### src/rtl/tdm_tx_pkg.sv
package tdm_tx_pkg;

  localparam int WORD_W = 32;

  typedef enum logic [2:0] {
    WLEN_8  = 3'd0,
    WLEN_16 = 3'd1,
    WLEN_20 = 3'd2,
    WLEN_24 = 3'd3,
    WLEN_32 = 3'd4
  } wlen_e;

  typedef enum logic [1:0] {
    SLEN_8  = 2'd0,
    SLEN_16 = 2'd1,
    SLEN_32 = 2'd2
  } slen_e;

  // Word width in bits, 0 for an unlisted code.
  function automatic logic [5:0] word_bits(input logic [2:0] code);
    case (code)
      WLEN_8:  return 6'd8;
      WLEN_16: return 6'd16;
      WLEN_20: return 6'd20;
      WLEN_24: return 6'd24;
      WLEN_32: return 6'd32;
      default: return 6'd0;
    endcase
  endfunction

  // Slot width in bits, 0 for an unlisted code.
  function automatic logic [5:0] slot_bits(input logic [1:0] code);
    case (code)
      SLEN_8:  return 6'd8;
      SLEN_16: return 6'd16;
      SLEN_32: return 6'd32;
      default: return 6'd0;
    endcase
  endfunction

  function automatic logic count_ok(input logic [3:0] cnt);
    return (cnt == 4'd1) || (cnt == 4'd2) || (cnt == 4'd4) ||
           (cnt == 4'd6) || (cnt == 4'd8);
  endfunction

  // Builds the slot image: bit 31 is the first bit on the line.
  function automatic logic [WORD_W-1:0] place_word(input logic [WORD_W-1:0] w,
                                                   input logic [5:0] wb,
                                                   input logic [5:0] sb,
                                                   input logic left);
    logic [WORD_W-1:0] mask;
    logic [WORD_W-1:0] trimmed;
    mask    = (wb >= 6'd32) ? '1 : ((32'd1 << wb) - 32'd1);
    trimmed = w & mask;
    if (left) return trimmed << (6'd32 - wb);
    else      return trimmed << (6'd32 - sb);
  endfunction

endpackage

### src/rtl/tdm_tx_fifo.sv
module tdm_tx_fifo #(
  parameter int DEPTH = 32,
  parameter int DW    = 32,
  localparam int AW   = $clog2(DEPTH),
  localparam int LW   = $clog2(DEPTH + 1)
) (
  input  logic          clk,
  input  logic          rst_n,
  input  logic          push,
  input  logic [DW-1:0] wdata,
  input  logic          pop,
  output logic [DW-1:0] rdata,
  output logic [LW-1:0] level,
  output logic          full,
  output logic          empty
);

  logic [DW-1:0] mem [DEPTH];
  logic [AW-1:0] wr_ptr, rd_ptr;
  logic          push_ok, pop_ok;

  assign full    = (level == LW'(DEPTH));
  assign empty   = (level == '0);
  assign push_ok = push && !full;
  assign pop_ok  = pop && !empty;
  assign rdata   = mem[rd_ptr];

  function automatic logic [AW-1:0] bump(input logic [AW-1:0] p);
    return (p == AW'(DEPTH - 1)) ? '0 : p + AW'(1);
  endfunction

  always_ff @(posedge clk) begin
    if (push_ok) mem[wr_ptr] <= wdata;
  end

  always_ff @(posedge clk or negedge rst_n) begin
    if (!rst_n) begin
      wr_ptr <= '0;
      rd_ptr <= '0;
      level  <= '0;
    end else begin
      if (push_ok) wr_ptr <= bump(wr_ptr);
      if (pop_ok)  rd_ptr <= bump(rd_ptr);
      case ({push_ok, pop_ok})
        2'b10:   level <= level + LW'(1);
        2'b01:   level <= level - LW'(1);
        default: level <= level;
      endcase
    end
  end

endmodule

### src/rtl/tdm_tx_shift.sv
module tdm_tx_shift #(
  parameter int WORD_W = 32,
  localparam int BW    = $clog2(WORD_W)
) (
  input  logic              clk,
  input  logic              rst_n,
  input  logic              active,
  input  logic              bit_stb,
  input  logic [BW-1:0]     bit_idx,
  input  logic [5:0]        slot_w,
  input  logic [WORD_W-1:0] load_img,
  output logic              sdata
);

  logic [WORD_W-1:0] img_q;
  logic [WORD_W-1:0] cur_img;
  logic              first_bit;
  logic              bit_now;

  assign first_bit = (bit_idx == '0);
  assign cur_img   = first_bit ? load_img : img_q;
  assign bit_now   = ({1'b0, bit_idx} < slot_w) ?
                     cur_img[BW'(WORD_W - 1) - bit_idx] : 1'b0;

  always_ff @(posedge clk or negedge rst_n) begin
    if (!rst_n) begin
      img_q <= '0;
      sdata <= 1'b0;
    end else if (!active) begin
      img_q <= '0;
      sdata <= 1'b0;
    end else if (bit_stb) begin
      if (first_bit) img_q <= load_img;
      sdata <= bit_now;
    end
  end

endmodule

### src/rtl/tdm_slot_tx.sv
module tdm_slot_tx
  import tdm_tx_pkg::*;
#(
  parameter int DEPTH   = 32,
  parameter int SLOT_IW = 3,
  localparam int LW     = $clog2(DEPTH + 1),
  localparam int BW     = $clog2(WORD_W),
  localparam int HALF   = DEPTH / 2,
  localparam int QUART  = DEPTH / 4
) (
  input  logic               clk,
  input  logic               rst_n,
  input  logic               tx_en,
  input  logic [2:0]         word_len,
  input  logic [1:0]         slot_len,
  input  logic [3:0]         slot_count,
  input  logic               justify_left,
  input  logic               req_quarter,
  input  logic               push_valid,
  input  logic [WORD_W-1:0]  push_data,
  output logic               fifo_full,
  output logic [LW-1:0]      fifo_level,
  input  logic               bit_stb,
  input  logic [SLOT_IW-1:0] slot_idx,
  input  logic [BW-1:0]      bit_idx,
  output logic               sdata,
  output logic               dreq,
  output logic               underrun,
  output logic               cfg_err
);

  logic [5:0]        wb, sb;
  logic              cfg_ok, active, fifo_empty;
  logic              slot_in_frame, slot_start_evt, pop_evt;
  logic [WORD_W-1:0] head_word, load_img;

  assign wb     = word_bits(word_len);
  assign sb     = slot_bits(slot_len);
  assign cfg_ok = (wb != 6'd0) && (sb != 6'd0) && count_ok(slot_count) && (wb <= sb);
  assign cfg_err = !cfg_ok;
  assign active  = tx_en && cfg_ok;

  // Named events for the checker.
  assign slot_in_frame  = (4'(slot_idx) < slot_count);
  assign slot_start_evt = active && bit_stb && (bit_idx == '0) && slot_in_frame;
  assign pop_evt        = slot_start_evt && !fifo_empty;

  assign load_img = pop_evt ? place_word(head_word, wb, sb, justify_left) : '0;

  assign dreq = tx_en && (fifo_level <= (req_quarter ? LW'(QUART) : LW'(HALF)));

  tdm_tx_fifo #(.DEPTH(DEPTH), .DW(WORD_W)) i_fifo (
    .clk   (clk),
    .rst_n (rst_n),
    .push  (push_valid),
    .wdata (push_data),
    .pop   (pop_evt),
    .rdata (head_word),
    .level (fifo_level),
    .full  (fifo_full),
    .empty (fifo_empty)
  );

  tdm_tx_shift #(.WORD_W(WORD_W)) i_shift (
    .clk      (clk),
    .rst_n    (rst_n),
    .active   (active),
    .bit_stb  (bit_stb),
    .bit_idx  (bit_idx),
    .slot_w   (sb),
    .load_img (load_img),
    .sdata    (sdata)
  );

  always_ff @(posedge clk or negedge rst_n) begin
    if (!rst_n)                            underrun <= 1'b0;
    else if (!tx_en)                       underrun <= 1'b0;
    else if (slot_start_evt && fifo_empty) underrun <= 1'b1;
  end

endmodule

### config.mk
export PLATFORM = sky130hd
export DESIGN_NAME = tdm_slot_tx
export DESIGN_NICKNAME = d
export VERILOG_FILES = /design/src/rtl/tdm_tx_pkg.sv /design/src/rtl/tdm_tx_fifo.sv /design/src/rtl/tdm_tx_shift.sv /design/src/rtl/tdm_slot_tx.sv
export SDC_FILE = /design/constraint.sdc
export NUM_CORES = 1
export LEC_CHECK = 0
export BUFFER_PORTS_ARGS = -buffer_cell sky130_fd_sc_hd__buf_2
export CAP_MARGIN = 20
export CORE_ASPECT_RATIO = 1.75
export CORE_MARGIN = 10
export CORE_UTILIZATION = 63
export CTS_CLUSTER_DIAMETER = 40
export DETAILED_ROUTE_END_ITERATION = 6
export PLACE_DENSITY = 0.84
export RECOVER_POWER = 100
export SYNTH_ARGS = -nofsm -noshare
export SYNTH_HDL_FRONTEND = slang
export SYNTH_SLANG_ARGS = --single-unit
### constraint.sdc
create_clock -name clk -period 4.2 [get_ports clk]
set_clock_uncertainty 0.05 [all_clocks]
set_input_delay 0.84 -clock clk [delete_from_list [all_inputs] [get_ports clk]]
set_output_delay 0.84 -clock clk [all_outputs]
set_load 0.02 [all_outputs]
==> metrics <==
CTS Sinks=1074; Yosys warnings=0; post-route ant nets=0; top cell family by delay on the critical path=simple AND/OR/NAND/NOR gates; Die Area=80700 um^2; CP startpoint kind=flip-flop; Die Wd=219 um; number of antenna violations at the first check in global routing=9; vias in the first global route=26400; Worst Hold Class=primary input to flip-flop; area used by multi-input combinational logic=11000 um^2; Syn Nets=2456; crit-path cells=or3_1 > nor3_1 > nand2_1 > and2_0 > nand2_1 > nor2_1 > clkbuf_2; buffers added on ports=66; Post-route DRC=0; largest area contributor in the netlist=edfxtp_1; Main synth FF type=edfxtp_1; Critical Path Fanout Max=30; # rows=127; worst-margin pin slew=2.37 ns; Pre-antenna DRT Iters=7; final core occ=71.2%; Final Worst Setup Slack=0.162 ns; H-tree depth=3; Crit Path Category=flip-flop to flip-flop; WL/cell=37.2 um; Commonest cells post-synth=edfxtp_1, mux4_2, mux2i_1, nand2_1, nor2_1; Sequential cell area=32000 um^2; Core Region=68600 um^2; Initial Util=63.7%; CTS Buffer Depth=3; Post-Synthesis Cells=2374; Tmin final=4.04 ns; IO Count=67; max-slew violation count=391; number of max-cap violations=12; fill cell count=3962; Hold Vio Cnt, Final=0; CP max stage cell=clkbuf_2; first-pass GRT wire length=190 mm; RSZ-0062 raised after global routing=false; syn_area_per_cell=18.4 um^2; GPL Wtd Cong=0.971; pwr/cell area=477 nW/um^2; count of cell types in the netlist=80; CP bufs+invs=1; Synth Register Bits=1074; Final Setup Violations=0; later-pin clock latency in the skew report=0.69 ns; asr flop ratio synth=4.66%; proportion of layout cells with a drive suffix above 1=21.1%; clock root buffer=clkbuf_16; Post-synth EDFFs=1024; Post-CTS Setup Repair Bufs=0; largest net degree at the start of global routing=48; drt total wl=133 mm; Largest stage delay, worst path=1.27 ns; Synth Cell Area=43700 um^2; overall fraction of global-route tracks in use=33.3%; Slew Limit Headroom=-58.2%; Leakage Power=16.1 nW; CTS tree=yes; vias per cell=7.19; outcome=complete, but fails checks; die height=368 um; worst path arrival time=4.26 ns; most used cell, CP=nand2_1; peak supply drop=391 uV; number of CTS-inserted buffers=93; Reg clk slew, reported paths=0.07 ns; most frequent cell after synthesis=edfxtp_1; top post-synthesis cells by area=edfxtp_1, mux4_2, mux2i_1; Layout Nets=2664; Iteration-0 DRC Markers=4234; register area share after synthesis=73.2%; Req. time, crit path=4.42 ns; failing checks=max-capacitance violations, max-slew violations; GRT Residual Overflow=0; pre-CTS setup slack=0.0395 ns; dpl hpwl=74.9 mm; Via Count=25600; final worst-path cycle share=96.1%; area delta synth->final=11.8%; post-synth top area share=70.3%; Crit. End Element=flip-flop; max frequency=248 MHz
[per-stage QoR]
| step | total power [mW] | setup TNS, ns | hold slack (ns) | cells | area [um^2] |
|---|---|---|---|---|---|
| 4_1_cts | 23.4 | 0 | 0.282 | 3559 | 49300 |
| 3_5_place_dp | 14.8 | 0 | 0.419 | 3388 | 46300 |
| 6_report | 23.3 | 0 | 0.383 | 3565 | 48900 |
| 2_1_floorplan | 13.7 | -0.0769 | 0.385 | 2374 | 43800 |
| 5_1_grt | 23.9 | 0 | 0.379 | 3564 | 48900 |
| 3_3_place_gp | 14.7 | 0 | 0.410 | 3388 | 46300 |
[worst reg2reg max path: stages, from the launching register on]
cell and delay [ns]:
dfrtp_1 0.48, or3_1 0.23, nor3_1 0.06, nand2_1 0.10, and2_0 0.48, nand2_1 0.51, nor2_1 0.39, clkbuf_2 1.27
[sequential cells by signal, summed over array words and instances, names as in the netlist]
| signal | cells |
|---|---|
| i_shift.sdata | 1 |
| i_fifo.rd_ptr | 5 |
| i_fifo.wr_ptr | 5 |
| i_fifo.level | 6 |
| underrun | 1 |
| i_fifo.mem | 1024 |
| i_shift.img_q | 32 |
[layout make-up]
| type | instances | area share (%) |
|---|---|---|
| flip-flops and latches | 1074 | 65.5 |
| multi-input cells | 1142 | 22.4 |
| clock buffers | 114 | 5.05 |
| repair buffers | 242 | 3.34 |
| well taps | 903 | 2.31 |
| clock inverters | 57 | 1.15 |
| inverters | 29 | 0.228 |
| diodes | 4 | 0.0205 |
[path summary, 6_finish.rpt]
path,startpoint,endpoint,slack (ns),cells after the start
worst min-delay path,tx_en,underrun$_DFFE_PN0P_,0.38,2
worst max-delay path,i_fifo.level[1]$_DFFE_PN0P_,i_fifo.mem[0][1]$_DFFE_PP_,0.16,7
max in group asynchronous,rst_n,i_fifo.rd_ptr[0]$_DFFE_PN0P_,1.59,1
worst min register to register,i_shift.img_q[8]$_DFFE_PN0P_,i_shift.img_q[8]$_DFFE_PN0P_,0.43,2
worst max register to register,i_fifo.level[1]$_DFFE_PN0P_,i_fifo.mem[0][1]$_DFFE_PP_,0.16,7
min in group asynchronous,rst_n,i_shift.img_q[23]$_DFFE_PN0P_,0.82,1
[per-layer routing]
metal | track usage, % | part of all wire, %
met5 | 0 | 0.025
met2 | 53.5 | 49
met3 | 8.71 | 12
met1 | 38.1 | 30
met4 | 24.7 | 9.2
[layout by cell type, fill, tap and decap left out, types with 13 or more instances in the layout]
master / n
buf_4: 113
mux4_2: 194
o221ai_1: 16
a22oi_1: 45
mux2i_1: 179
o22ai_1: 23
buf_2: 22
o21ai_0: 65
o211ai_1: 16
a21oi_1: 66
nand3_1: 41
nor2_4: 13
buf_12: 13
nor3_1: 16
nand2_1: 149
clkbuf_16: 96
a221oi_1: 13
clkbuf_2: 31
edfxtp_1: 1024
dfrtp_1: 45
ha_1: 22
clkbuf_1: 77
inv_1: 24
clkinv_1: 18
nor2_1: 80
a22o_1: 14
[timing repair]
action,in CTS,in global routing
endpoints found under the setup margin,0,1
hold buffers,0,0
gates resized for setup,0,1
[report_power, final]
part           switching, mW  internal, mW
clock                   3.96          4.73
sequential             0.237          12.3
combinational           1.49         0.631
[kinds of logic after synthesis]
| family | synth area share [%] |
|---|---|
| XOR/XNOR | 0.160 |
| flip-flops | 73.2 |
| buffers and inverters | 2.09 |
| adder cells (fa/ha/maj) | 0.784 |
| AND/OR/NAND/NOR | 4.06 |
| multiplexers | 14.4 |
| AO/OA/AOI/OAI | 5.34 |
No activity file was read; power rests on OpenSTA's default activity.
